$ cat src/rtl/irq_pkg.sv
package irq_pkg;
    localparam int STAT_W   = 6;
    localparam int B_POR    = 0;
    localparam int B_FIFO   = 1;
    localparam int B_OVF    = 2;
    localparam int B_WKUP   = 3;
    localparam int B_EXT    = 4;
    localparam int B_LOWBAT = 5;
    // read-cleared sticky sources, index into the generate array
    localparam int RC_N      = 3;
    localparam int RC_POR    = 0;
    localparam int RC_WKUP   = 1;
    localparam int RC_LB_REQ = 2;

    function automatic int imax(input int a, input int b);
        return (a > b) ? a : b;
    endfunction
endpackage

$ cat src/rtl/irq_sticky_src.sv
module irq_sticky_src #(
    parameter logic RST_VAL = 1'b0
) (
    input  logic clk,
    input  logic rst,
    input  logic set_i,
    input  logic clr_i,
    output logic q_o
);
    logic flag_d, flag_q;

    always_comb begin
        flag_d = flag_q;
        if (clr_i) flag_d = 1'b0;
        if (set_i) flag_d = 1'b1;   // a new event beats a clear
        if (rst)   flag_d = RST_VAL;
    end

    always_ff @(posedge clk) begin
        flag_q <= flag_d;
    end

    assign q_o = flag_q;
endmodule

$ cat src/rtl/irq_fifo_src.sv
module irq_fifo_src #(
    parameter int FIFO_THRESH = 8,
    parameter int RD_W        = 4
) (
    input  logic            clk,
    input  logic            rst,
    input  logic            tx_mode,
    input  logic            tx_en,
    input  logic            tx_latch_en,
    input  logic            rx_en,
    input  logic            rx_fifo_en,
    input  logic            fifo_evt,
    input  logic            ovf_evt,
    input  logic            stat_rd,
    input  logic [RD_W-1:0] fifo_rd_cnt,
    output logic            fifo_stat_o,
    output logic            ovf_stat_o,
    output logic            req_o
);
    import irq_pkg::*;

    localparam int CNT_W = $clog2(FIFO_THRESH + 1);
    localparam int SUM_W = imax(CNT_W, RD_W) + 1;

    typedef struct packed {
        logic             fifo;
        logic             ovf;
        logic             req;
        logic [CNT_W-1:0] cnt;
    } fifo_st_t;

    fifo_st_t st_d, st_q;
    logic [SUM_W-1:0] drained;
    logic             tx_off, rx_off, evt;

    always_comb begin
        st_d    = st_q;
        evt     = fifo_evt | ovf_evt;
        tx_off  = !tx_en && !tx_latch_en;
        rx_off  = !rx_en || !rx_fifo_en;
        drained = SUM_W'(st_q.cnt) + SUM_W'(fifo_rd_cnt);

        if (tx_mode) begin
            // transmit direction: only switching the path off releases
            if (tx_off) begin
                st_d.fifo = 1'b0;
                st_d.ovf  = 1'b0;
                st_d.req  = 1'b0;
                st_d.cnt  = '0;
            end
        end else begin
            // receive direction: status by read, request by drain or disable
            if (stat_rd) begin
                st_d.fifo = 1'b0;
                st_d.ovf  = 1'b0;
            end
            if (rx_off) begin
                st_d.req = 1'b0;
                st_d.cnt = '0;
            end else if (st_q.req) begin
                if (drained >= SUM_W'(FIFO_THRESH)) begin
                    st_d.req = 1'b0;
                    st_d.cnt = '0;
                end else begin
                    st_d.cnt = drained[CNT_W-1:0];
                end
            end
        end

        if (evt) begin
            st_d.fifo = 1'b1;
            st_d.req  = 1'b1;
            st_d.cnt  = '0;
            if (ovf_evt) st_d.ovf = 1'b1;
        end

        if (rst) st_d = '0;
    end

    always_ff @(posedge clk) begin
        st_q <= st_d;
    end

    assign fifo_stat_o = st_q.fifo;
    assign ovf_stat_o  = st_q.ovf;
    assign req_o       = st_q.req;
endmodule

$ cat src/rtl/irq_status_ctrl.sv
module irq_status_ctrl #(
    parameter int FIFO_THRESH = 8,
    parameter int RD_W        = 4
) (
    input  logic                       clk,
    input  logic                       rst,
    input  logic                       tx_mode,
    input  logic                       tx_en,
    input  logic                       tx_latch_en,
    input  logic                       rx_en,
    input  logic                       rx_fifo_en,
    input  logic                       fifo_evt,
    input  logic                       ovf_evt,
    input  logic                       wkup_evt,
    input  logic                       ext_lvl,
    input  logic                       lowbat_lvl,
    input  logic [RD_W-1:0]            fifo_rd_cnt,
    input  logic                       stat_rd,
    output logic [irq_pkg::STAT_W-1:0] status_word,
    output logic                       irq_n
);
    import irq_pkg::*;

    localparam logic [RC_N-1:0] RC_RST = RC_N'(1) << RC_POR;

    typedef struct packed {
        logic lb_lvl;
    } top_st_t;

    top_st_t st_d, st_q;
    logic [RC_N-1:0] rc_set, rc_q;
    logic            lb_rise;
    logic            fifo_stat, ovf_stat, fifo_req;

    always_comb begin
        st_d        = st_q;
        st_d.lb_lvl = lowbat_lvl;
        if (rst) st_d = '0;
    end

    always_ff @(posedge clk) begin
        st_q <= st_d;
    end

    assign lb_rise = lowbat_lvl && !st_q.lb_lvl;

    always_comb begin
        rc_set            = '0;
        rc_set[RC_WKUP]   = wkup_evt;
        rc_set[RC_LB_REQ] = lb_rise;
    end

    for (genvar g = 0; g < RC_N; g++) begin : g_rc
        irq_sticky_src #(.RST_VAL(RC_RST[g])) u_src (
            .clk  (clk),
            .rst  (rst),
            .set_i(rc_set[g]),
            .clr_i(stat_rd),
            .q_o  (rc_q[g])
        );
    end

    irq_fifo_src #(.FIFO_THRESH(FIFO_THRESH), .RD_W(RD_W)) u_fifo (
        .clk        (clk),
        .rst        (rst),
        .tx_mode    (tx_mode),
        .tx_en      (tx_en),
        .tx_latch_en(tx_latch_en),
        .rx_en      (rx_en),
        .rx_fifo_en (rx_fifo_en),
        .fifo_evt   (fifo_evt),
        .ovf_evt    (ovf_evt),
        .stat_rd    (stat_rd),
        .fifo_rd_cnt(fifo_rd_cnt),
        .fifo_stat_o(fifo_stat),
        .ovf_stat_o (ovf_stat),
        .req_o      (fifo_req)
    );

    always_comb begin
        status_word           = '0;
        status_word[B_POR]    = rc_q[RC_POR];
        status_word[B_FIFO]   = fifo_stat;
        status_word[B_OVF]    = ovf_stat;
        status_word[B_WKUP]   = rc_q[RC_WKUP];
        status_word[B_EXT]    = ext_lvl;
        status_word[B_LOWBAT] = st_q.lb_lvl;
    end

    assign irq_n = !((|rc_q) || fifo_req || ext_lvl);
endmodule

$ cat config.mk
export PLATFORM = sky130hd
export DESIGN_NAME = irq_status_ctrl
export DESIGN_NICKNAME = d
export VERILOG_FILES = /design/src/rtl/irq_pkg.sv /design/src/rtl/irq_sticky_src.sv /design/src/rtl/irq_fifo_src.sv /design/src/rtl/irq_status_ctrl.sv
export SDC_FILE = /design/constraint.sdc
export NUM_CORES = 1
export LEC_CHECK = 0
export CAP_MARGIN = 0
export CORE_AREA = 2 2 39 41
export CTS_CLUSTER_DIAMETER = 120
export CTS_CLUSTER_SIZE = 30
export DETAILED_ROUTE_END_ITERATION = 8
export DIE_AREA = 0 0 41 43
export DONT_BUFFER_PORTS = 1
export GPL_TIMING_DRIVEN = 0
export PLACE_DENSITY = 0.69
export SYNTH_ARGS = -nofsm -noshare
export SYNTH_HDL_FRONTEND = slang
export SYNTH_SLANG_ARGS = --single-unit
$ cat constraint.sdc
create_clock -name clk -period 2.7 [get_ports clk]
set_clock_uncertainty 0.1 [all_clocks]
set_input_delay 0.54 -clock clk [delete_from_list [all_inputs] [get_ports clk]]
set_output_delay 0.54 -clock clk [all_outputs]
set_load 0.01 [all_outputs]
Word-level counts from Yosys, hierarchy flattened

Index checks and enable logic that the tools add are counted.

Add/subtract/negate cells: 1
Order comparisons: 1
Equal/unequal tests: 2
Muxes and demuxes: 12
Bitwise gates (word level): 1
Reductions and logical operators: 19

Operators with widths:

| cell                                                                                 | number |
|---|---|
| 7-bit two-way mux                                                                    | 3 |
| 5-bit two-way mux                                                                    | 2 |
| 1-bit logical NOT                                                                    | 6 |
| 3-bit nonzero test                                                                   | 2 |
| 4-bit by 4-bit adder with 5-bit output                                               | 1 |
| 5-bit by 4-bit greater-or-equal comparator with 1-bit output (second input constant) | 1 |
| 1-bit two-way mux                                                                    | 5 |
| 4-bit two-way mux                                                                    | 1 |
| 2-bit AND reduction                                                                  | 2 |
| 2-bit nonzero test                                                                   | 2 |
| 1-bit logical OR                                                                     | 3 |
| 3-bit by 1-bit != test with 1-bit output (second input constant)                     | 1 |
| 3-bit OR reduction                                                                   | 1 |
| 1-bit logical AND                                                                    | 2 |
| 2-bit two-way mux                                                                    | 1 |
| 2-bit by 1-bit != test with 1-bit output (second input constant)                     | 1 |
| 2-bit OR reduction                                                                   | 1 |
| 1-bit bitwise OR                                                                     | 1 |

Bits in registers: 11
Input port bits: 17

Depth between registers and ports, before layout

Depth after elaboration: 8
Mapped depth: 6
Gate-level depth less buffers: 6

Cells and area by module

From an unflattened synthesis, not the netlist that was laid out.

Cell total of the unflattened synthesis: 61
Area total of the unflattened synthesis: 593.1 sq um

Modules (own cells, without submodules):

| module                              | instances | cells an instance | area an instance (sq um) | sequential area each (sq um) |
|---|---|---|---|---|
| irq_fifo_src                        | 1         | 37                | 390.4                    | 140.1 |
| irq_status_ctrl                     | 1         | 12                | 92.6                     | 20.0 |
| irq_sticky_src at g_rc[1].u_src ... | 2         | 4                 | 38.8                     | 20.0 |
| irq_sticky_src at g_rc[0].u_src     | 1         | 4                 | 32.5                     | 20.0 |

Worst setup path before layout

Ideal clock, no wire load.

Path type: input to register
Start: input port fifo_rd_cnt[0]
End: register u_fifo.st_q, in the netlist u_fifo.req_o
Arrival time: 1.640 ns
Required time: 2.470 ns
Slack: 0.829 ns
Stages: 6
Cells stage by stage: ha_1 > inv_1 > fa_1 > and4_1 > o2111ai_2 > a31oi_1

Cells in the longest elaborated chain, start to end: 7

RTL lines:

| item                                                         | RTL line              | source |
|---|---|---|
| start: declaration                                           | irq_status_ctrl.sv:17 | `input logic [RD_W-1:0] fifo_rd_cnt,` |
| 4-bit by 4-bit adder with 5-bit output                       | irq_fifo_src.sv:41    | `drained = SUM_W'(st_q.cnt) + SUM_W'(fifo_rd_cnt);` |
| 5-bit by 4-bit greater-or-equal comparator with 1-bit output | irq_fifo_src.sv:61    | `if (drained >= SUM_W'(FIFO_THRESH)) begin` |
| 1-bit two-way mux                                            | irq_fifo_src.sv:61    |  |
| 5-bit two-way mux                                            | irq_fifo_src.sv:60    | `end else if (st_q.req) begin` |
| 5-bit two-way mux                                            | irq_fifo_src.sv:57    | `if (rx_off) begin` |
| 7-bit two-way mux                                            | irq_fifo_src.sv:43    | `if (tx_mode) begin` |
| 7-bit two-way mux                                            | irq_fifo_src.sv:70    | `if (evt) begin` |
| end signal: assignment                                       | irq_fifo_src.sv:81    | `st_q <= st_d;` |
| end: declaration                                             | irq_fifo_src.sv:32    | `fifo_st_t st_d, st_q;` |

No other way between the ends. The select of a mux whose other input is x is not followed.
A chain may end at the register's enable or synchronous reset.

Worst setup path in the final report

Start: register u_fifo.st_q, in the netlist u_fifo.req_o
End: output port irq_n

Cells in the longest elaborated chain, start to end: 3

RTL lines:

| item                          | RTL line              | source |
|---|---|---|
| 1-bit logical OR (2 in a row) | irq_status_ctrl.sv:90 | `assign irq_n = !((\|rc_q) \|\| fifo_req \|\| ext_lvl);` |
| 1-bit logical NOT             | irq_status_ctrl.sv:90 |  |
| end: declaration              | irq_status_ctrl.sv:20 | `output logic irq_n` |

No other way between the ends.

==> results.md <==
* H-tree depth at 1
* Placed inst area at 617 um^2
* Switch Pwr at 0.0000814 W
* CP Cell Sequence: or4_1 > nor2_1
* First-pass GRT wire length at 1650 um
* Critical Path AT at 1.32 ns
* Net Sw Frac at roughly 25%
* Synth-to-layout area growth at 7.76%
* Grt ovf at 0
* Top post-synthesis cells by area: dfxtp_1 37%, ha_1 8.4%, buf_4 7.5%, o2bb2ai_1 4.4%, inv_1 3.8%
* Kind of critical path: reg -> out
* Root Buffer: clkbuf_4
* CP Launch Type: flip-flop
* Die extent in x at ~41 um
* Worst Path Required at just over 2 ns
* Fin crit period at 1.96 ns
* Buf/Inv on CP at 0
* Max Buffers Root-to-Sink at 2
* Final Hold Vio Count at 0
* Reg clk slew, reported paths at 0.07 ns
* Syn_nets at 86
* Final WL at 1060 um
* Hold slack at 0.288 ns
* Crit. path cell count at 2
* Max Fanout on Critical Path at 4
* Drt first pass iters at 4
* Row cnt at 14
* Crit end category: output port
* Synthesis Warnings at 0
* Internal power at ~0.00024 W
* Clock Power Share at 35.5%
* Synth top area share at between 30% and 40%
* Worst flop-to-flop path endpoint: u_fifo.req_o
* CTS Hold Bufs at 0
* Slowest-stage cell, CP: or4_1
* Part of the power in registers at 53.2%
* Hold path depth at 2
* Detail Route Antenna Nets at 0
* Comb power frac at a little under an eighth
* Synth unique cells at 28
* Die height at 43 um
* Final Cell Area at 643 um^2
* Initial antenna violation count at 0
* I/O pin cnt at 24
* Peak VDD IR at 0.227 mV
* TritonCTS Buffers at 3
* Ratio of cells with drive above 1 in the final layout at 17.6%
* Largest net degree at the start of global routing at 9
* Setup Fix Bufs, Post-CTS at 0
* Vias at ~460
* Leading area contributor after synthesis: dfxtp_1
* Drc violations at 0
* Number of maximum-capacitance violations at 0
* F_max at 0.511 GHz
* Total track usage at between 10% and 20%
* Slew @ Worst Pin at 0.364 ns
* Cell family with most CP delay: simple AND/OR/NAND/NOR gates
* # clock sinks at 11
* Post-synthesis sequential area ratio at 36.9%
* Fraction of registers with async set/reset at 0%
* CTS resizes at 0
* Final setup fails at 0
* PwrDens at 507 nW/um^2
* EDFF count, synth at 0
* Mean post-synth cell area at 9.33 um^2
* Worst skew pair latency at between 0.2 and 0.3 ns
* Final #Nets at 91
* DP Wirelength at 846 um
* Gpl congestion at 0.701
* Commonest non-fill, non-tap cell in the layout: dfxtp_1
* Iter 0 DRT Violations at 6
* Initial Util at 43.1%
* FF+latch count, synth at 11
* Max-slew violations at 0
* Antenna diodes at 0
* Core Area at 1380 um^2
* WL/cell at 12.6 um
* Synth Cell Area at about 600 um^2
* Port buffer count at 0
* CP max stage delay at approximately 0.50 ns
* Status: finished, final reports clean
* RSZ-0062 raised after global routing: no
* Predominant post-synthesis flop cell: dfxtp_1
* Die footprint at 1760 um^2
* Gate count after technology mapping at 64
* Hold path endpoint: g_rc[1].u_src.q_o
* Worst Hold Class: in -> reg
* TritonCTS clock tree: built
* Launching point of the worst reg2reg path: u_fifo.st_q[0]
* Vias in the first global route at between 300 and 400
* Via density at 5.46
* Setup TNS at 0 ns
* Leading cell types in the layout, fill and taps excluded: 11 x dfxtp_1, 6 x inv_1, 6 x nor2_1, 6 x buf_4
* Reg2Reg Setup Slack at ~0.9 ns
* R2R depth at 6
* Layout Utilization at approximately 46%
* Final period util at 72.5%
* Normalized max-slew margin at 75.7%
* Static Leak at 0.270 nW
* Start point of the worst hold path: wkup_evt
* Total power at 0.000326 W
sequential cells by signal, indices dropped and copies added (netlist names):
signal and cells:
u_fifo.st_q 4, u_fifo.ovf_stat_o 1, g_rc.u_src.q_o 3, u_fifo.req_o 1, st_q 1, u_fifo.fifo_stat_o 1
metal layers:
metal / GRT usage, % / part of all wire, % / up-vias
li1: - / - / 228
met1: 17.0 / 42 / 203
met2: 20.0 / 44 / 28
met3: 11.0 / 14 / 0
met4: 2.00 / 0 / 0
met5: 0 / 0 / -
area by class of cell:
class / instances / area [um^2]
buffer: 7 / 48.8
clock buffer: 4 / 26.3
multi-input combinational: 40 / 305
inverter: 6 / 22.5
fill: 129 / 741
tap: 16 / 20.0
sequential: 11 / 220
stage by stage:
step | worst slack [ns] | cells
2_1_floorplan | 0.829 | 64
3_3_place_gp | 0.738 | 80
3_5_place_dp | 0.708 | 80
4_1_cts | 0.736 | 84
5_1_grt | 0.680 | 84
6_report | 0.743 | 84
worst max path at each step:
stage                        start           end
finish                u_fifo.req_o         irq_n
global route          u_fifo.req_o         irq_n
CTS                   u_fifo.req_o         irq_n
detailed placement  fifo_rd_cnt[0]  u_fifo.req_o
global placement    fifo_rd_cnt[0]  u_fifo.req_o
floorplan           fifo_rd_cnt[0]  u_fifo.req_o
power groups by stage:
stage          combinational, W  sequential, W  clock, W
6_report              0.0000368       0.000174  0.000116
5_1_grt               0.0000416       0.000175  0.000132
4_1_cts               0.0000375       0.000174  0.000121
3_5_place_dp          0.0000373       0.000178         0
3_3_place_gp          0.0000366       0.000177         0
2_1_floorplan         0.0000327       0.000176         0
cell usage after synthesis, types with 2 or more instances:
library cell  number
o2bb2ai_1          3
nand2_1            2
ha_1               4
dfxtp_1           11
nor2_1             6
inv_1              6
a21o_1             2
nand3_1            2
buf_4              6
a21oi_1            4
cell families after synthesis:
family,count (synthesis),share of synthesized area [%]
AND/OR/NAND/NOR,18,17.6
XOR/XNOR,1,1.47
adder cells (fa/ha/maj),5,11.7
flip-flops,11,36.9
multiplexers,1,1.68
buffers and inverters,13,11.9
AO/OA/AOI/OAI,15,18.7
No activity file was read; power rests on OpenSTA's default activity.
